--- src/rtl/uirq_pkg.sv ---
// Package: shared constants for the user interrupt logic.
// Assumes three sources at fixed bit positions; source indices are
// 0 = software, 1 = timer, 2 = external.
package uirq_pkg;

    localparam int NSRC = 3;

    typedef enum logic [1:0] {
        VIEW_UPEND = 2'd0,
        VIEW_UEN   = 2'd1,
        VIEW_MPEND = 2'd2,
        VIEW_MEN   = 2'd3
    } view_e;

    localparam int SRC_SW  = 0;
    localparam int SRC_TMR = 1;
    localparam int SRC_EXT = 2;

    // Bit position (and cause code) of a source index.
    function automatic int src_pos(input int idx);
        return idx * 4;
    endfunction

    // Source index holding priority rank k (0 = highest).
    function automatic int prio_src(input int k);
        case (k)
            0:       return SRC_EXT;
            1:       return SRC_SW;
            default: return SRC_TMR;
        endcase
    endfunction

endpackage

--- src/rtl/uirq_csr_file.sv ---
// Module: uirq_csr_file
// Holds the software pending bit, the machine-held timer/external
// pending copies and the three enable bits. Presents them through the
// four views and hands compressed pending/enable vectors to the
// arbiter. Assumes XLEN > 8 so that every source position exists.
module uirq_csr_file
    import uirq_pkg::*;
#(
    parameter int XLEN = 32
) (
    input  logic            clk,
    input  logic            rst_n,
    input  logic            tmr_line_i,
    input  logic            ext_line_i,
    input  logic [1:0]      csr_sel_i,
    input  logic            csr_we_i,
    input  logic [XLEN-1:0] csr_wdata_i,
    input  logic            priv_user_i,
    output logic [XLEN-1:0] csr_rdata_o,
    output logic [NSRC-1:0] pend_o,
    output logic [NSRC-1:0] en_o
);

    localparam logic [XLEN-1:0] IMPL_MASK =
        XLEN'((1 << src_pos(SRC_SW)) | (1 << src_pos(SRC_TMR)) |
              (1 << src_pos(SRC_EXT)));

    logic            is_pend_view;
    logic            is_en_view;
    logic            access_ok;
    logic            pend_wr;
    logic            en_wr;
    logic            sw_pend_q;
    logic            tmr_held_q;
    logic            ext_held_q;
    logic [NSRC-1:0] en_q;
    logic [XLEN-1:0] pend_word;
    logic [XLEN-1:0] en_word;
    logic [XLEN-1:0] unused_wdata;

    // Decode the selected view and whether the current mode may use it.
    always_comb begin
        is_pend_view = (csr_sel_i == VIEW_UPEND) || (csr_sel_i == VIEW_MPEND);
        is_en_view   = (csr_sel_i == VIEW_UEN)   || (csr_sel_i == VIEW_MEN);
        access_ok    = !(priv_user_i && csr_sel_i[1]);
        pend_wr      = csr_we_i && access_ok && is_pend_view;
        en_wr        = csr_we_i && access_ok && is_en_view;
    end

    assign unused_wdata = csr_wdata_i & ~IMPL_MASK;

    // Software pending bit: writable through any permitted pending view.
    always_ff @(posedge clk) begin
        if (!rst_n)       sw_pend_q <= 1'b0;
        else if (pend_wr) sw_pend_q <= csr_wdata_i[src_pos(SRC_SW)];
    end

    // Held timer/external pending copies: machine-mode writes only.
    always_ff @(posedge clk) begin
        if (!rst_n) begin
            tmr_held_q <= 1'b0;
            ext_held_q <= 1'b0;
        end else if (pend_wr && !priv_user_i) begin
            tmr_held_q <= csr_wdata_i[src_pos(SRC_TMR)];
            ext_held_q <= csr_wdata_i[src_pos(SRC_EXT)];
        end
    end

    // One enable flop per source, loaded from its own bit position.
    for (genvar i = 0; i < NSRC; i++) begin : gen_en
        always_ff @(posedge clk) begin
            if (!rst_n)     en_q[i] <= 1'b0;
            else if (en_wr) en_q[i] <= csr_wdata_i[src_pos(i)];
        end
    end

    // Compressed per-source pending, platform lines ORed in.
    always_comb begin
        pend_o[SRC_SW]  = sw_pend_q;
        pend_o[SRC_TMR] = tmr_held_q | tmr_line_i;
        pend_o[SRC_EXT] = ext_held_q | ext_line_i;
        en_o            = en_q;
    end

    // Expand compressed vectors to register words.
    always_comb begin
        pend_word = '0;
        en_word   = '0;
        for (int i = 0; i < NSRC; i++) begin
            pend_word[src_pos(i)] = pend_o[i];
            en_word[src_pos(i)]   = en_q[i];
        end
    end

    // Read mux: blocked machine views read zero.
    always_comb begin
        if (!access_ok)        csr_rdata_o = '0;
        else if (is_pend_view) csr_rdata_o = pend_word;
        else                   csr_rdata_o = en_word;
    end

    assert_sw_write_R2: assert property (@(posedge clk) disable iff (!rst_n)
        (csr_we_i && !csr_sel_i[0] && !(priv_user_i && csr_sel_i[1]))
        |=> (pend_o[SRC_SW] == $past(csr_wdata_i[0])));

    assert_user_held_ro_R3: assert property (@(posedge clk) disable iff (!rst_n)
        (csr_we_i && priv_user_i) |=> ($stable(tmr_held_q) && $stable(ext_held_q)));

    assert_mview_locked_R5: assert property (@(posedge clk) disable iff (!rst_n)
        (csr_we_i && priv_user_i && csr_sel_i[1])
        |=> ($stable(en_q) && $stable(sw_pend_q)));

    assert_unimpl_zero_R6: assert property (@(posedge clk) disable iff (!rst_n)
        ((csr_rdata_o & ~IMPL_MASK) == '0));

endmodule

--- src/rtl/uirq_arbiter.sv ---
// Module: uirq_arbiter
// Qualifies each source with enable, delegation, global enable and
// user mode, then picks one by fixed priority (external, software,
// timer). Purely combinational; clk/rst_n feed the assertions only.
module uirq_arbiter
    import uirq_pkg::*;
#(
    parameter int CAUSE_W = 4
) (
    input  logic               clk,
    input  logic               rst_n,
    input  logic [NSRC-1:0]    pend_i,
    input  logic [NSRC-1:0]    en_i,
    input  logic [NSRC-1:0]    deleg_i,
    input  logic               uie_i,
    input  logic               priv_user_i,
    output logic               irq_req_o,
    output logic [CAUSE_W-1:0] irq_code_o
);

    logic [NSRC-1:0] ready;

    // A source is ready when every gating term is true.
    always_comb begin
        ready = pend_i & en_i & deleg_i & {NSRC{uie_i && priv_user_i}};
    end

    // Fixed priority: walk from lowest to highest rank, last hit wins.
    always_comb begin
        irq_req_o  = 1'b0;
        irq_code_o = '0;
        for (int k = NSRC - 1; k >= 0; k--) begin
            if (ready[prio_src(k)]) begin
                irq_req_o  = 1'b1;
                irq_code_o = CAUSE_W'(src_pos(prio_src(k)));
            end
        end
    end

    assert_req_gated_R7: assert property (@(posedge clk) disable iff (!rst_n)
        irq_req_o |-> (uie_i && priv_user_i && |(pend_i & en_i & deleg_i)));

    assert_ext_first_R8: assert property (@(posedge clk) disable iff (!rst_n)
        (pend_i[SRC_EXT] && en_i[SRC_EXT] && deleg_i[SRC_EXT] && uie_i && priv_user_i)
        |-> (irq_code_o == CAUSE_W'(src_pos(SRC_EXT))));

    assert_idle_code_R9: assert property (@(posedge clk) disable iff (!rst_n)
        !irq_req_o |-> (irq_code_o == '0));

endmodule

--- src/rtl/uirq_ctrl.sv ---
// Module: uirq_ctrl (top)
// User interrupt pending/enable views over machine-level storage plus
// the request arbiter. Assumes XLEN > 8 and CAUSE_W >= 4.
module uirq_ctrl
    import uirq_pkg::*;
#(
    parameter int XLEN    = 32,
    parameter int CAUSE_W = 4
) (
    input  logic               clk,
    input  logic               rst_n,
    input  logic               tmr_line_i,
    input  logic               ext_line_i,
    input  logic [1:0]         csr_sel_i,
    input  logic               csr_we_i,
    input  logic [XLEN-1:0]    csr_wdata_i,
    output logic [XLEN-1:0]    csr_rdata_o,
    input  logic               priv_user_i,
    input  logic               uie_i,
    input  logic [XLEN-1:0]    deleg_i,
    output logic               irq_req_o,
    output logic [CAUSE_W-1:0] irq_code_o
);

    logic [NSRC-1:0] pend_bits;
    logic [NSRC-1:0] en_bits;
    logic [NSRC-1:0] deleg_bits;
    logic [XLEN-1:0] unused_deleg;

    // Pick the delegation bits at the source positions.
    for (genvar i = 0; i < NSRC; i++) begin : gen_deleg
        assign deleg_bits[i] = deleg_i[src_pos(i)];
    end
    assign unused_deleg = deleg_i;

    uirq_csr_file #(.XLEN(XLEN)) u_csr (
        .clk         (clk),
        .rst_n       (rst_n),
        .tmr_line_i  (tmr_line_i),
        .ext_line_i  (ext_line_i),
        .csr_sel_i   (csr_sel_i),
        .csr_we_i    (csr_we_i),
        .csr_wdata_i (csr_wdata_i),
        .priv_user_i (priv_user_i),
        .csr_rdata_o (csr_rdata_o),
        .pend_o      (pend_bits),
        .en_o        (en_bits)
    );

    uirq_arbiter #(.CAUSE_W(CAUSE_W)) u_arb (
        .clk         (clk),
        .rst_n       (rst_n),
        .pend_i      (pend_bits),
        .en_i        (en_bits),
        .deleg_i     (deleg_bits),
        .uie_i       (uie_i),
        .priv_user_i (priv_user_i),
        .irq_req_o   (irq_req_o),
        .irq_code_o  (irq_code_o)
    );

endmodule

--- config.mk ---
export PLATFORM = sky130hd
export DESIGN_NAME = uirq_ctrl
export DESIGN_NICKNAME = d
export VERILOG_FILES = /design/src/rtl/uirq_pkg.sv /design/src/rtl/uirq_csr_file.sv /design/src/rtl/uirq_arbiter.sv /design/src/rtl/uirq_ctrl.sv
export SDC_FILE = /design/constraint.sdc
export NUM_CORES = 1
export LEC_CHECK = 0
export CORE_ASPECT_RATIO = 1.4
export CORE_UTILIZATION = 20
export CTS_CLUSTER_DIAMETER = 150
export CTS_CLUSTER_SIZE = 10
export DETAILED_ROUTE_END_ITERATION = 6
export PLACE_DENSITY = 0.88
export RECOVER_POWER = 25
export SETUP_SLACK_MARGIN = 0.15
export SYNTH_ARGS = -nofsm -noshare
export SYNTH_HDL_FRONTEND = slang
export SYNTH_SLANG_ARGS = --single-unit
--- constraint.sdc ---
create_clock -name clk -period 1.1 [get_ports clk]
set_input_delay 0.11 -clock clk [delete_from_list [all_inputs] [get_ports clk]]
set_output_delay 0.11 -clock clk [all_outputs]
set_load 0.1 [all_outputs]
==> results_dict.tcl <==
set metrics [dict create \
    cts.clk_slew.worst_paths_ns 0.04 \
    ys_warn_count 0 \
    highest_count_cells_in_the_layout_ignoring_fill_and_taps "31 x conb_1, 10 x buf_4, 7 x clkdlybuf4s50_1, 7 x buf_12, 7 x buf_6" \
    post_synth_and_or_nand_nor_area_fraction 0.224 \
    worst_ep_required_time_ns 0.99 \
    worst_ep_arrival_time_ns 1.32 \
    outcome "complete, but fails checks" \
    multiInputGateArea_um2 443 \
    setup.worst_path.start "u_csr.ext_held_q$_SDFFE_PN0P_" \
    finalSetupTns_ns -1.21 \
    synth_edf_count 0 \
    syn_inst 80 \
    synth_cell_type_count 24 \
    antenna_found_initial 0 \
    totalPowerFinal_w 0.00133 \
    synth_xor_xnor_area_share 0 \
    overflow 0 \
    layout.nets 193 \
    clock_group_share_of_total_power 0.257 \
    synthesis_stage_register_bit_count 6 \
    global_route.usage.total 0.0898 \
    violated_checks "setup timing" \
    effective_utilization_at_floorplan 0.209 \
    proportion_of_layout_cells_with_a_drive_suffix_above_1 0.407 \
    drc 0 \
    crit_path_max_fanout 2 \
    setup.worst_path.end "irq_req_o" \
    die_h_um 66.6 \
    setup_viol_count_final 6 \
    power-per-cell-area_nw_per_um2 1230 \
    layout.cells.most_common "conb_1" \
    cellLeakagePower_nw 0.466 \
    final.setup_skew_ns 0 \
    synth-compound-area-share 0.107 \
    synth_top_family_by_area "buffers and inverters" \
    combinationalPowerShare 0.566 \
    synth_fa_ha_area_frac 0 \
    place_worst_setup_slack_ns -0.423 \
    final_area_um2 1080 \
    place.gp.congestion 0.791 \
    async_flop_share 0 \
    cts-buffers-inserted 3 \
    grt_pass1_vias 496 \
    timing.setup.critical_path_class "flip-flop to primary output" \
    placedCellCount 145 \
    detail-route-antenna-nets 0 \
    worst_r2r_startpoint "u_csr.en_o[2]$_SDFFE_PN0P_" \
    layoutNonFillerInstCount 155 \
    detail_route.iter0.violations 7 \
    max_freq_mhz 700 \
    die-area_um2 3210 \
    wire_length_of_the_first_global_routing_pass_um 2050 \
    timing.critical_path.from_type "flip-flop" \
    power.ir.vdd_worst_mv 0.711 \
    tritoncts "yes" \
    cts-htree-levels 1 \
    syn2layout_area_growth_pct 80.7 \
    die-width_um 48.2 \
    min-delay-path-class "input port to flip-flop" \
    placed_area_um2 916 \
    seqCellArea_um2 126 \
    dp_hpwl_um 1040 \
    final_hold_viol_count 0 \
    cts-root-buf "clkbuf_8" \
    synth-seq-area-share 0.201 \
    drt_wl_total_um 1290 \
    count_of_buffers_from_port_buffering 20 \
    antenna_diodes 0 \
    r2r_end "u_csr.en_o[2]$_SDFFE_PN0P_" \
    num-fill-cells 292 \
    core_area_um2 2850 \
    dr_vias 581 \
    cellInternalPower_w 0.000612 \
    reg2regPathDepth 4 \
    muxShareOfSynthArea 0.0503 \
    synth.cell_area_um2 597 \
    reg2reg_slack_ns 0.31 \
    postLayoutSetupSlackWorst_ns -0.328 \
    timing.max_cap.violations 0 \
    synth_top_flop_cell "dfxtp_1" \
    wl_per_cell_um 8.33 \
    design.portCount 110 \
    drtPass1Iterations 4 \
    layout_min_cycle_time_ns 1.43 \
    clock_sink_count 6 \
    clock_tree.buffer_depth 2 \
    timing.critical_path.to_type "primary output" \
    p_switching_w 0.000715 \
    rsz0062_at_grt "true" \
    clock_insertion_delay_worst_skew_ns 0.22 \
    grt_start_max_net_pins 8 \
    share_seq_of_total_power 0.177 \
    finalCritPeriodShare 1.30 \
    timing.final.max_slew_violations 0 \
    drt-vias-per-instance 3.75 \
    power.share.switching 0.539 \
    standard_cell_row_count 23 \
    postSynthAreaPerCell_um2 7.46 \
]
==> cell families after synthesis <==
group | Yosys count
DFF | 6
muxes | 3
and+or+nand+nor | 25
AOI/OAI and AO/OA | 11
buffers and inverters | 34
other | 1
==> synth_stat cells, types with 3 or more instances <==
cell type	number	area, um^2
a21oi_1	4	20.0
buf_4	31	233
dfxtp_1	6	120
mux2i_1	3	30.0
nand2_1	5	18.8
nand4_1	3	18.8
nor2_1	6	22.5
nor3_1	3	15.0
o21ai_1	4	20.0
==> what timing repair did <==
action / 4_1_cts / 5_1_grt
endpoints found under the setup margin: 12 / 7
pin swaps: 13 / 5
hold buffers: 0 / 0
setup buffers: 6 / 1
resized for setup: 34 / 2
==> routing by layer <==
| layer | vias to the layer above | share of wire | track usage |
|---|---|---|---|
| met4 | 0 | 0.017 | 0.0521 |
| met1 | 250 | 0.37 | 0.109 |
| met5 | - | 0 | 0 |
| met3 | 2 | 0.11 | 0.0136 |
| li1 | 284 | - | - |
| met2 | 45 | 0.50 | 0.142 |
==> final cells by class <==
class,instances,area share
flip-flops and latches,6,0.117
inverters,1,0.00348
clock buffers,3,0.0383
repair buffers,38,0.387
multi-input cells,70,0.411
well taps,37,0.0429
==> worst min path at each step <==
| stage | end | depth (start not counted) | start | slack, ns |
|---|---|---|---|---|
| final | u_csr.en_o[0]$_SDFFE_PN0P_ | 4 | csr_sel_i[1] | 0.36 |
| after global routing | u_csr.en_o[1]$_SDFFE_PN0P_ | 4 | csr_sel_i[1] | 0.39 |
| after CTS | u_csr.en_o[2]$_SDFFE_PN0P_ | 4 | csr_sel_i[1] | 0.36 |
| after detailed placement | u_csr.en_o[1]$_SDFFE_PN0P_ | 2 | u_csr.en_o[1]$_SDFFE_PN0P_ | 0.49 |
| after global placement | u_csr.tmr_held_q$_SDFFE_PN0P_ | 2 | u_csr.tmr_held_q$_SDFFE_PN0P_ | 0.49 |
| after floorplan | u_csr.en_o[2]$_SDFFE_PN0P_ | 2 | csr_wdata_i[8] | 0.25 |
==> critical path, cell delays in order, from the launching register on <==
cell and delay, ns:
dfxtp_2 0.31, o211ai_1 0.24, a21oi_2 0.13, or2_4 0.25
buf_12 0.16
==> power groups by stage <==
stage               registers, W  logic (W)  clock network (W)
floorplan               0.000236   0.000678                  0
global placement        0.000235   0.000710                  0
detailed placement      0.000236   0.000713                  0
CTS                     0.000234   0.000746           0.000344
global route            0.000236   0.000777           0.000360
finish                  0.000235   0.000751           0.000341
==> stage by stage <==
stage,utilization,hold WS (ns)
after detailed placement,0.321,0.493
after CTS,0.373,0.357
after global placement,0.321,0.488
after global routing,0.379,0.387
final,0.379,0.358
after floorplan,-,0.253
==> registers in the layout (all words and copies together) (netlist names) <==
signal / count
u_csr.sw_pend_q: 1
u_csr.ext_held_q: 1
u_csr.en_o: 3
u_csr.tmr_held_q: 1
No activity file was read; power rests on OpenSTA's default activity.
